[config.mk]
export PLATFORM = sky130hd
export DESIGN_NAME = i2c_status_flags
export DESIGN_NICKNAME = d
export VERILOG_FILES = /design/src/rtl/i2c_stat_pkg.sv /design/src/rtl/i2c_stat_bus_dec.sv /design/src/rtl/i2c_stat_flags.sv /design/src/rtl/i2c_stat_out.sv /design/src/rtl/i2c_status_flags.sv
export SDC_FILE = /design/constraint.sdc
export NUM_CORES = 1
export LEC_CHECK = 0
export ABC_AREA = 1
export BUFFER_PORTS_ARGS = -buffer_cell sky130_fd_sc_hd__buf_2
export CORE_MARGIN = 10
export CORE_UTILIZATION = 40
export DETAILED_ROUTE_END_ITERATION = 7
export PLACE_DENSITY = 0.79
export SYNTH_ARGS = -nofsm -noshare
export SYNTH_HDL_FRONTEND = slang
export SYNTH_HIERARCHICAL = 1
export SYNTH_SLANG_ARGS = --single-unit
[constraint.sdc]
create_clock -name clk -period 0.9 [get_ports clk]
set_input_delay 0.045 -clock clk [delete_from_list [all_inputs] [get_ports clk]]
set_output_delay 0.045 -clock clk [all_outputs]
set_load 0.03 [all_outputs]
[src/rtl/i2c_stat_pkg.sv]
package i2c_stat_pkg;

    // Flags cleared by a read of status register 2, indexed by bit position
    localparam int unsigned RC_GCAL  = 0;
    localparam int unsigned RC_BERR  = 1;
    localparam int unsigned RC_ARLO  = 2;
    localparam int unsigned RC_STOPF = 3;
    localparam int unsigned RC_AF    = 4;
    localparam int unsigned NUM_RC   = 5;

    typedef struct packed {
        logic              mode;
        logic              sb;
        logic              sr1_seen;
        logic              ack_seen;
        logic [NUM_RC-1:0] rc;
    } flag_state_t;

    typedef struct packed {
        logic rd_sr1;
        logic rd_sr2;
        logic wr_dr;
        logic wr_any;
    } bus_dec_t;

endpackage

[src/rtl/i2c_stat_bus_dec.sv]
module i2c_stat_bus_dec
    import i2c_stat_pkg::*;
#(
    parameter int unsigned ADDR_W  = 2,
    parameter int unsigned ADDR_S1 = 0,
    parameter int unsigned ADDR_S2 = 1,
    parameter int unsigned ADDR_DR = 2
) (
    input  logic [ADDR_W-1:0] addr_i,
    input  logic              rd_i,
    input  logic              wr_i,
    output bus_dec_t          dec_o
);
    localparam logic [ADDR_W-1:0] A_S1 = ADDR_W'(ADDR_S1);
    localparam logic [ADDR_W-1:0] A_S2 = ADDR_W'(ADDR_S2);
    localparam logic [ADDR_W-1:0] A_DR = ADDR_W'(ADDR_DR);

    always_comb begin
        dec_o.rd_sr1 = rd_i && (addr_i == A_S1);
        dec_o.rd_sr2 = rd_i && (addr_i == A_S2);
        dec_o.wr_dr  = wr_i && (addr_i == A_DR);
        dec_o.wr_any = wr_i;
    end
endmodule

[src/rtl/i2c_stat_flags.sv]
module i2c_stat_flags
    import i2c_stat_pkg::*;
(
    input  logic        clk,
    input  logic        rst_n,
    input  logic        en_i,
    input  logic        start_req_i,
    input  logic        ack_en_i,
    input  logic        ev_start_done_i,
    input  logic        ev_stop_i,
    input  logic        ev_ack_i,
    input  logic        ev_nack_i,
    input  logic        ev_arb_i,
    input  logic        ev_berr_i,
    input  logic        ev_gcal_i,
    input  bus_dec_t    dec_i,
    output flag_state_t st_o
);
    flag_state_t       st_d, st_q;
    logic [NUM_RC-1:0] rc_set;
    logic [NUM_RC-1:0] rc_next;

    always_comb begin
        rc_set           = '0;
        rc_set[RC_AF]    = ev_nack_i;
        rc_set[RC_STOPF] = ev_stop_i && ack_en_i && st_q.ack_seen;
        rc_set[RC_ARLO]  = ev_arb_i;
        rc_set[RC_BERR]  = ev_berr_i;
        rc_set[RC_GCAL]  = ev_gcal_i;
    end

    // Read-clear flags share one rule: a set event beats the clearing read
    for (genvar i = 0; i < NUM_RC; i++) begin : g_rc
        assign rc_next[i] = rc_set[i] | (st_q.rc[i] & ~dec_i.rd_sr2);
    end

    always_comb begin
        st_d = st_q;
        if (start_req_i)
            st_d.mode = 1'b1;
        else if (ev_stop_i || ev_arb_i)
            st_d.mode = 1'b0;

        if (ev_start_done_i)
            st_d.sb = 1'b1;
        else if (dec_i.wr_dr && st_q.sr1_seen)
            st_d.sb = 1'b0;

        // Any write ends the read-then-write sequence, used or not
        if (dec_i.wr_any)
            st_d.sr1_seen = 1'b0;
        else if (dec_i.rd_sr1)
            st_d.sr1_seen = 1'b1;

        if (ev_nack_i || ev_stop_i)
            st_d.ack_seen = 1'b0;
        else if (ev_ack_i)
            st_d.ack_seen = 1'b1;

        st_d.rc = rc_next;

        if (!en_i)
            st_d = '0;
    end

    always_ff @(posedge clk or negedge rst_n) begin
        if (!rst_n)
            st_q <= '0;
        else
            st_q <= st_d;
    end

    assign st_o = st_q;

    assert_mode_set_R2: assert property (@(posedge clk) disable iff (!rst_n)
        (en_i && start_req_i) |=> st_q.mode);

    assert_mode_clr_R2: assert property (@(posedge clk) disable iff (!rst_n)
        (en_i && !start_req_i && (ev_stop_i || ev_arb_i)) |=> !st_q.mode);

    assert_sb_hold_R3: assert property (@(posedge clk) disable iff (!rst_n)
        (en_i && !ev_start_done_i && !dec_i.wr_dr) |=> $stable(st_q.sb));

    assert_stop_gate_R5: assert property (@(posedge clk) disable iff (!rst_n)
        (!ack_en_i && !st_q.rc[RC_STOPF]) |=> !st_q.rc[RC_STOPF]);

    // a read of status register 2 with no set event clears the flag
    for (genvar k = 0; k < NUM_RC; k++) begin : g_chk
        assert_rd_clear_R6: assert property (@(posedge clk) disable iff (!rst_n)
            (dec_i.rd_sr2 && !rc_set[k]) |=> !st_q.rc[k]);
        assert_set_wins_R7: assert property (@(posedge clk) disable iff (!rst_n)
            (en_i && rc_set[k]) |=> st_q.rc[k]);
    end

    assert_disable_R8: assert property (@(posedge clk) disable iff (!rst_n)
        !en_i |=> (st_q == '0));
endmodule

[src/rtl/i2c_stat_out.sv]
module i2c_stat_out
    import i2c_stat_pkg::*;
#(
    parameter int unsigned DATA_W = 8
) (
    input  logic              clk,
    input  logic              rst_n,
    input  logic              irq_en_i,
    input  logic              btf_i,
    input  logic              mode_i,
    input  logic              sb_i,
    input  logic [NUM_RC-1:0] rc_i,
    output logic [DATA_W-1:0] sr1_o,
    output logic [DATA_W-1:0] sr2_o,
    output logic              irq_o,
    output logic              scl_hold_o
);
    logic irq_d, irq_q;

    always_comb begin
        irq_d = irq_en_i && (sb_i || rc_i[RC_AF] || rc_i[RC_STOPF]);
        sr1_o = '0;
        sr1_o[1] = mode_i;
        sr1_o[0] = sb_i;
        sr2_o = '0;
        sr2_o[NUM_RC-1:0] = rc_i;
    end

    always_ff @(posedge clk or negedge rst_n) begin
        if (!rst_n)
            irq_q <= 1'b0;
        else
            irq_q <= irq_d;
    end

    assign irq_o      = irq_q;
    assign scl_hold_o = sb_i || btf_i;

    assert_irq_mask_R10: assert property (@(posedge clk) disable iff (!rst_n)
        !irq_en_i |=> !irq_o);

    assert_irq_src_R10: assert property (@(posedge clk) disable iff (!rst_n)
        (irq_en_i && sb_i) |=> irq_o);

    assert_hold_sb_R11: assert property (@(posedge clk) disable iff (!rst_n)
        sb_i |-> scl_hold_o);
endmodule

[src/rtl/i2c_status_flags.sv]
module i2c_status_flags
    import i2c_stat_pkg::*;
#(
    parameter int unsigned ADDR_W  = 2,
    parameter int unsigned DATA_W  = 8,
    parameter int unsigned ADDR_S1 = 0,
    parameter int unsigned ADDR_S2 = 1,
    parameter int unsigned ADDR_DR = 2
) (
    input  logic              clk,
    input  logic              rst_n,
    input  logic              pe_en_i,
    input  logic              start_req_i,
    input  logic              ack_en_i,
    input  logic              irq_en_i,
    input  logic              ev_start_done_i,
    input  logic              ev_stop_i,
    input  logic              ev_ack_i,
    input  logic              ev_nack_i,
    input  logic              ev_arb_lost_i,
    input  logic              ev_bus_err_i,
    input  logic              ev_gen_call_i,
    input  logic              btf_i,
    input  logic [ADDR_W-1:0] reg_addr_i,
    input  logic              reg_rd_i,
    input  logic              reg_wr_i,
    output logic [DATA_W-1:0] sr1_o,
    output logic [DATA_W-1:0] sr2_o,
    output logic              irq_o,
    output logic              scl_hold_o
);
    bus_dec_t    dec;
    flag_state_t st;

    i2c_stat_bus_dec #(
        .ADDR_W (ADDR_W),
        .ADDR_S1(ADDR_S1),
        .ADDR_S2(ADDR_S2),
        .ADDR_DR(ADDR_DR)
    ) i_dec (
        .addr_i(reg_addr_i),
        .rd_i  (reg_rd_i),
        .wr_i  (reg_wr_i),
        .dec_o (dec)
    );

    i2c_stat_flags i_flags (
        .clk            (clk),
        .rst_n          (rst_n),
        .en_i           (pe_en_i),
        .start_req_i    (start_req_i),
        .ack_en_i       (ack_en_i),
        .ev_start_done_i(ev_start_done_i),
        .ev_stop_i      (ev_stop_i),
        .ev_ack_i       (ev_ack_i),
        .ev_nack_i      (ev_nack_i),
        .ev_arb_i       (ev_arb_lost_i),
        .ev_berr_i      (ev_bus_err_i),
        .ev_gcal_i      (ev_gen_call_i),
        .dec_i          (dec),
        .st_o           (st)
    );

    i2c_stat_out #(
        .DATA_W(DATA_W)
    ) i_out (
        .clk       (clk),
        .rst_n     (rst_n),
        .irq_en_i  (irq_en_i),
        .btf_i     (btf_i),
        .mode_i    (st.mode),
        .sb_i      (st.sb),
        .rc_i      (st.rc),
        .sr1_o     (sr1_o),
        .sr2_o     (sr2_o),
        .irq_o     (irq_o),
        .scl_hold_o(scl_hold_o)
    );

    // status register writes reach no flag; only reads and events move them
    assert_no_wr_effect_R12: assert property (@(posedge clk) disable iff (!rst_n)
        (pe_en_i && reg_wr_i && !reg_rd_i && !ev_nack_i && !ev_stop_i && !ev_arb_lost_i
         && !ev_bus_err_i && !ev_gen_call_i) |=> $stable(sr2_o));
endmodule

# After elaboration in Yosys (flattened, before gate mapping)
# Index checks and enable logic that the tools add are counted.
# totals
rom_bits	0
latchBits	0
ram_bits	0
reg_bits	10
mem_count	0
# classes
mul	0
shift	0
addsub	0
eq_ne	6
muxes	9
reduce_logical	13
n_div	0
bitwise_logic	11
order_cmp	0
# ops
cell	count
!= test 3 x 1 -> 1 bit, second input constant	4
2-to-1 mux 9 bit	1
2-to-1 mux 1 bit	8
logical AND 1 bit	7
bitwise AND 1 bit	5
logical OR 1 bit	5
OR 1 bit	5
== test 2 x 1 -> 1 bit, second input constant	1
== test 2 bit, second input constant	1
zero test 2 bit	1
NOT 1 bit	1

# Depth between registers and ports, before layout
# Gate-level depths: netlist of the first run.
# depth
depth_word	6
ltp_mapped	5
ltp_nobuf	5

# Hierarchy
# Netlist of the first run, hierarchy kept.
# by_module_without_submodules
module	cells_per_inst	instances	seq_area_each_um2	area_each_um2
i2c_stat_flags	37	1	225.2	350.3
i2c_stat_out	23	1	25.0	171.4
i2c_stat_bus_dec	8	1	0.0	33.8

# Worst setup path before layout of the first run
# Ideal clock, no wire load.
# synth_timing
kind	flip-flop to output port
start	register i_flags.st_q (netlist bit i_flags/st_o[7])
end	output scl_hold_o
arrival_ps	698
t_required_ps	855
path_stages_with_launch	2
path_buffers	0
slack_ps	157
cell_sequence	dfrtp_1 or2_1
# synth_between
elab_chain_len	1
# synth_rtl
element	line	source
from (decl)	i2c_stat_flags.sv:19	flag_state_t st_d, st_q;
from (signal assigned)	i2c_stat_flags.sv:70	st_q <= st_d;
logical OR 1 bit	i2c_stat_out.sv:37	assign scl_hold_o = sb_i || btf_i;
to (decl)	i2c_status_flags.sv:30	output logic scl_hold_o
# No other way between the ends.

# Final worst setup path of the first run
# Same ends and word-level chain as after synthesis.

==> impl_metrics.yaml, run 1 <==
sta:
  layout_min_cycle_time_ns: 1.03
  maxSlewViolCount: 0
  finClkSkew_ns: 0.00446
  layout_setup_ws_ns: -0.127
  max_freq_mhz: 973
  setup_viol: 2
  post-route-period-util_pct: 114
  hold_ws_ns: 0.00148
  rsz0062_at_grt: "yes"
  hold_viol: 0
clocking:
  htreeDepth: 1
  clock-sinks: 10
  cts_buffer_depth: 2
  cts_root_buf: "clkbuf_4"
  clk_latency_ns: 0.25
  cts_tree: "built"
  clk_pin_slew_ns: 0.06
  numCtsBuffers: 3
critical_path:
  arrival_ns: 0.98
  cpPeakStageDelay_ns: 0.37
  cp-start-kind: "register"
  worstPathCellList: "or2_1 > buf_6"
  end_kind: "output port"
  worstSetupPathType: "register to output port"
  critPathBufInv: 1
  crit_path_top_delay_cell: "dfrtp_1"
  cp-startpoint: "i_flags/st_o[7]"
  crit_path_max_fanout: 2
  timing.rr.start: "i_flags/st_o[7]"
  critPathRequiredTime_ns: 0.85
  crit_family: "flip-flops"
global_routing:
  grt_max_degree: 11
  grt-ovfl-total: 0
  grt_pass1_wl_mm: 2.12
  grt_pass1_vias: 490
  antenna_found_initial: 0
  track_usage_pct: 7.79
logic_synthesis:
  synth_xor_xnor_area_share_pct: 0
  synth_compound_area_share_pct: 6.31
  synth_top_family_by_area: "buffers and inverters"
  syn_inst: 68
  ys_ff_latch: 10
  synth_simple_gate_area_share_pct: 20.3
  syn-cell-area_um2: 556
  ys_seq_area_share_pct: 45.0
  synthAdderAreaFrac_pct: 0
  yosys_warnings: 6
  synthDistinctLibCells: 13
  synth.mux.area_fraction_pct: 0
  syn_area_per_cell_um2: 8.17
placement:
  routabilityCongestion: 0.705
  dp_hpwl_mm: 1.08
  numPortBuffers: 26
  dpl_worst_slack_ns: 0.101
route:
  totalWireLength_mm: 1.34
  first_pass_iters: 4
  drtIter0Drc: 4
  dr_total_vias: 465
  vias_per_cell: 4.39
  wl_per_cell_um: 12.7
  antenna_left: 0
  drc: 0
job:
  cap_violations: 0
outcome:
  outcome: "finished, violations left"
  violations: "setup timing"
worst_hold_path:
  hp-start: "irq_en_i"
  hold_class: "input pin to register"
floorplan:
  die_y_um: 57.3
  start_util_pct: 42.7
  pin_count: 36
  rows: 13
  core_area_um2: 1300
  die-area_um2: 3280
  die_width_um: 57.3
cells_and_area:
  area_growth_pct: 23.0
  diodes: 0
  drive_above_1_share_pct: 36.3
  nets: 111
pwr:
  leakagePower_nw: 0.387
  power.density_nw_per_um2: 1520
  peakVddDrop_v: 0.000750
cells in the mapped netlist:
library cell	count	area (µm²)
buf_4	17	128
inv_1	6	22.5
conb_1	1	3.75
or2_1	1	6.26
nor3_2	1	10.0
a21oi_1	7	35.0
dfrtp_1	10	250
inv_2	1	3.75
nor3_1	1	5.00
nand2_1	10	37.5
nand3_1	2	10.0
nor2_1	10	37.5
nor2_2	1	6.26
power by group:
part           internal [W]  switching [W]
Sequential         0.000473      0.0000110
Clock              0.000154       0.000139
Combinational     0.0000858       0.000177
routing by layer:
layer	part of all wire (%)	up-vias	track usage, %
li1	-	227	-
met1	39	212	7.74
met2	51	24	13.2
met3	8.0	2	3.54
met4	1.6	0	4.36
met5	0	-	0
repair_timing:
| action | CTS | global route |
|---|---|---|
| gates cloned | 0 | 0 |
| endpoints found under the setup margin | 1 | 5 |
| setup buffers | 1 | 0 |
| hold buffers | 3 | 0 |
| endpoints found under the hold margin | 12 | 0 |
| resized for setup | 4 | 5 |
metrics by stage:
stage / cell area (µm²) / power [W] / TNS, ns / instances / util (%)
2_1_floorplan: 586 / 0.000701 / 0 / 76 / -
3_3_place_gp: 607 / 0.000723 / 0 / 100 / 46.6
3_5_place_dp: 607 / 0.000729 / 0 / 100 / 46.6
4_1_cts: 679 / 0.00104 / -0.151 / 107 / 52.2
5_1_grt: 683 / 0.00110 / -0.249 / 106 / 52.5
6_report: 683 / 0.00104 / -0.170 / 106 / 52.5
layout make-up:
class | instances | area (µm²)
clock buffers | 3 | 22.5
fillers | 120 | 618
inverters | 7 | 26.3
multi-input cells | 42 | 185
flip-flops and latches | 10 | 250
well taps | 15 | 18.8
repair buffers | 29 | 180
registers in the layout (all words and copies together), names as in the netlist:
name	count
i_flags/st_o	9
i_out/irq_o	1
layout by cell type, fill, tap and decap left out:
cell	instances
a21oi_1	6
a21oi_2	1
buf_2	21
buf_4	3
buf_6	2
clkbuf_4	3
conb_1	9
dfrtp_1	10
dlygate4sd3_1	3
inv_1	6
inv_2	1
nand2_1	10
nand3_1	2
nor2_1	10
nor2_2	1
nor3_1	1
nor3_2	1
or2_1	1
final timing paths:
kind                              endpoint  slack [ns]  depth (start not counted)
max reg2reg                    i_out/irq_o        0.11                          3
max in group asynchronous  i_flags/st_o[4]        0.53                          2
min reg2reg                i_flags/st_o[8]        0.50                          2
min                            i_out/irq_o       0.001                          3
min in group asynchronous  i_flags/st_o[0]        0.18                          2
max                             scl_hold_o       -0.13                          2
worst register-to-register path: cells and delay by family (launching register included):
family	cells	cell delay, ns
AO/OA/AOI/OAI	1	0.07
AND/OR/NAND/NOR	1	0.09
flip-flops	1	0.37
buffers and inverters	1	0.14
cells by family after synthesis:
| group | Yosys count |
|---|---|
| other | 1 |
| and+or+nand+nor | 26 |
| buffers and inverters | 24 |
| DFF | 10 |
| AOI/OAI and AO/OA | 7 |
No activity file was read; power rests on OpenSTA's default activity.
==> inputs of run 2 (changes only) <==
CTS_BUF_LIST = sky130_fd_sc_hd__clkbuf_8 sky130_fd_sc_hd__clkbuf_16   (was not set)
==> impl_metrics.yaml, run 2 (synthesized netlist as in run 1, its figures left out) <==
worst_hold_path:
  hp-start: "irq_en_i"
  hold_class: "input pin to register"
clocking:
  clock-sinks: 10
  htreeDepth: 1
  cts_buffer_depth: 2
  clk_latency_ns: 0.23
  numCtsBuffers: 3
  cts_root_buf: "clkbuf_8"
  cts_tree: "built"
  clk_pin_slew_ns: 0.05
pwr:
  seq_power_share_pct: 40.2
  p_clk_share_pct: 38.1
  leakagePower_nw: 0.403
  design_power_total_w: 0.00121
  p_int_w: 0.000852
  peakVddDrop_v: 0.000742
  power.density_nw_per_um2: 1730
  comb_power_share_pct: 21.6
  switching_power_w: 0.000355
  netSwitchingFraction_pct: 29.4
critical_path:
  critPathBufInv: 1
  worstSetupPathType: "register to output port"
  arrival_ns: 0.95
  worstPathCellList: "or2_1 > buf_6"
  end_kind: "output port"
  crit_path_top_delay_cell: "dfrtp_1"
  timing.rr.start: "i_flags/st_o[7]"
  crit_path_max_fanout: 2
  crit_family: "flip-flops"
  cp-start-kind: "register"
  cp-startpoint: "i_flags/st_o[7]"
  cpPeakStageDelay_ns: 0.37
  critPathRequiredTime_ns: 0.85
sta:
  layout_min_cycle_time_ns: 1.00
  hold_viol: 0
  setup_viol: 2
  finClkSkew_ns: 0.00485
  fin_tns_setup_ns: -0.116
  max_freq_mhz: 1000
  layout_setup_ws_ns: -0.0997
  maxSlewViolCount: 0
  post-route-period-util_pct: 111
  rsz0062_at_grt: "yes"
route:
  totalWireLength_mm: 1.37
  drtIter0Drc: 4
  first_pass_iters: 3
  drc: 0
  wl_per_cell_um: 12.9
  dr_total_vias: 461
  vias_per_cell: 4.35
  antenna_left: 0
cells_and_area:
  nets: 111
  largest_register_ffs: 9
  drive_above_1_share_pct: 36.3
  diodes: 0
  seq_area_um2: 250
  most-common-layout-cells: "23 x buf_2, 10 x nand2_1, 10 x nor2_1, 10 x dfrtp_1, 9 x conb_1"
  fin_area_um2: 699
  nFillCells: 121
  final_common_cell: "buf_2"
  multi_input_area_um2: 185
  postLayoutCoreUtil_pct: 53.8
  area_growth_pct: 25.9
global_routing:
  grt_max_degree: 11
  track_usage_pct: 8.24
  grt_pass1_wl_mm: 2.18
  grt-ovfl-total: 0
  grt_pass1_vias: 513
  antenna_found_initial: 0
job:
  cap_violations: 0
floorplan:
  die-area_um2: 3280
  start_util_pct: 42.7
  core_area_um2: 1300
  rows: 13
  pin_count: 36
  die_y_um: 57.3
  die_width_um: 57.3
outcome:
  outcome: "finished, violations left"
  violations: "setup timing"
placement:
  dp_hpwl_mm: 1.08
  numPortBuffers: 26
  place_area_um2: 607
  routabilityCongestion: 0.705
[run 2: routing by layer]
| layer | routed length, µm | track usage [%] | up-vias |
|---|---|---|---|
| li1 | - | - | 228 |
| met1 | 519 | 7.49 | 209 |
| met2 | 712 | 14.0 | 22 |
| met3 | 116 | 3.76 | 2 |
| met4 | 21 | 6.38 | 0 |
| met5 | 0 | 0 | - |
[run 2: cell type report]
cell class                      instances  area share [%]
Sequential cell                        10            35.8
Tap cell                               15            2.68
Inverter                                7            3.76
Timing Repair Buffer                   29            25.4
Clock buffer                            3            5.90
Multi-Input combinational cell         42            26.5
[run 2: stage by stage]
step                setup WS, ns  instances  hold WS (ns)
finish                   -0.0997        106        0.0255
global route              -0.132        106        0.0497
CTS                      -0.0971        107        0.0231
detailed placement         0.101        100       -0.0845
global placement           0.113        100       -0.0891
floorplan                  0.157         76        -0.251
[run 2: worst reg2reg max path: stages (launching register included)]
cell,delay (ns)
dfrtp_1,0.37
buf_4,0.14
nor2_1,0.09
a21oi_1,0.07
[run 2: worst paths after layout]
| path | cells past startpoint | slack (ns) | end |
|---|---|---|---|
| setup / recovery | 2 | -0.1 | scl_hold_o |
| hold / removal | 3 | 0.03 | i_out/irq_o |
| setup reg to reg | 3 | 0.11 | i_out/irq_o |
| hold reg to reg | 2 | 0.49 | i_flags/st_o[8] |
| max in group asynchronous | 2 | 0.50 | i_flags/st_o[4] |
| min in group asynchronous | 2 | 0.20 | i_flags/st_o[0] |
[run 2: power groups by stage]
stage | clock, W | sequential (W) | combinational (W)
after detailed placement | 0 | 0.000494 | 0.000235
after global placement | 0 | 0.000493 | 0.000230
after CTS | 0.000469 | 0.000485 | 0.000260
final | 0.000460 | 0.000486 | 0.000261
after global routing | 0.000494 | 0.000488 | 0.000284
after floorplan | 0 | 0.000500 | 0.000201
[run 2: repair_timing]
item                                    CTS  global route
endpoints found under the hold margin    12             0
endpoints found under the setup margin    1             3
hold buffers                              3             0
resized for setup                         4             2
buffers inserted                          1             0
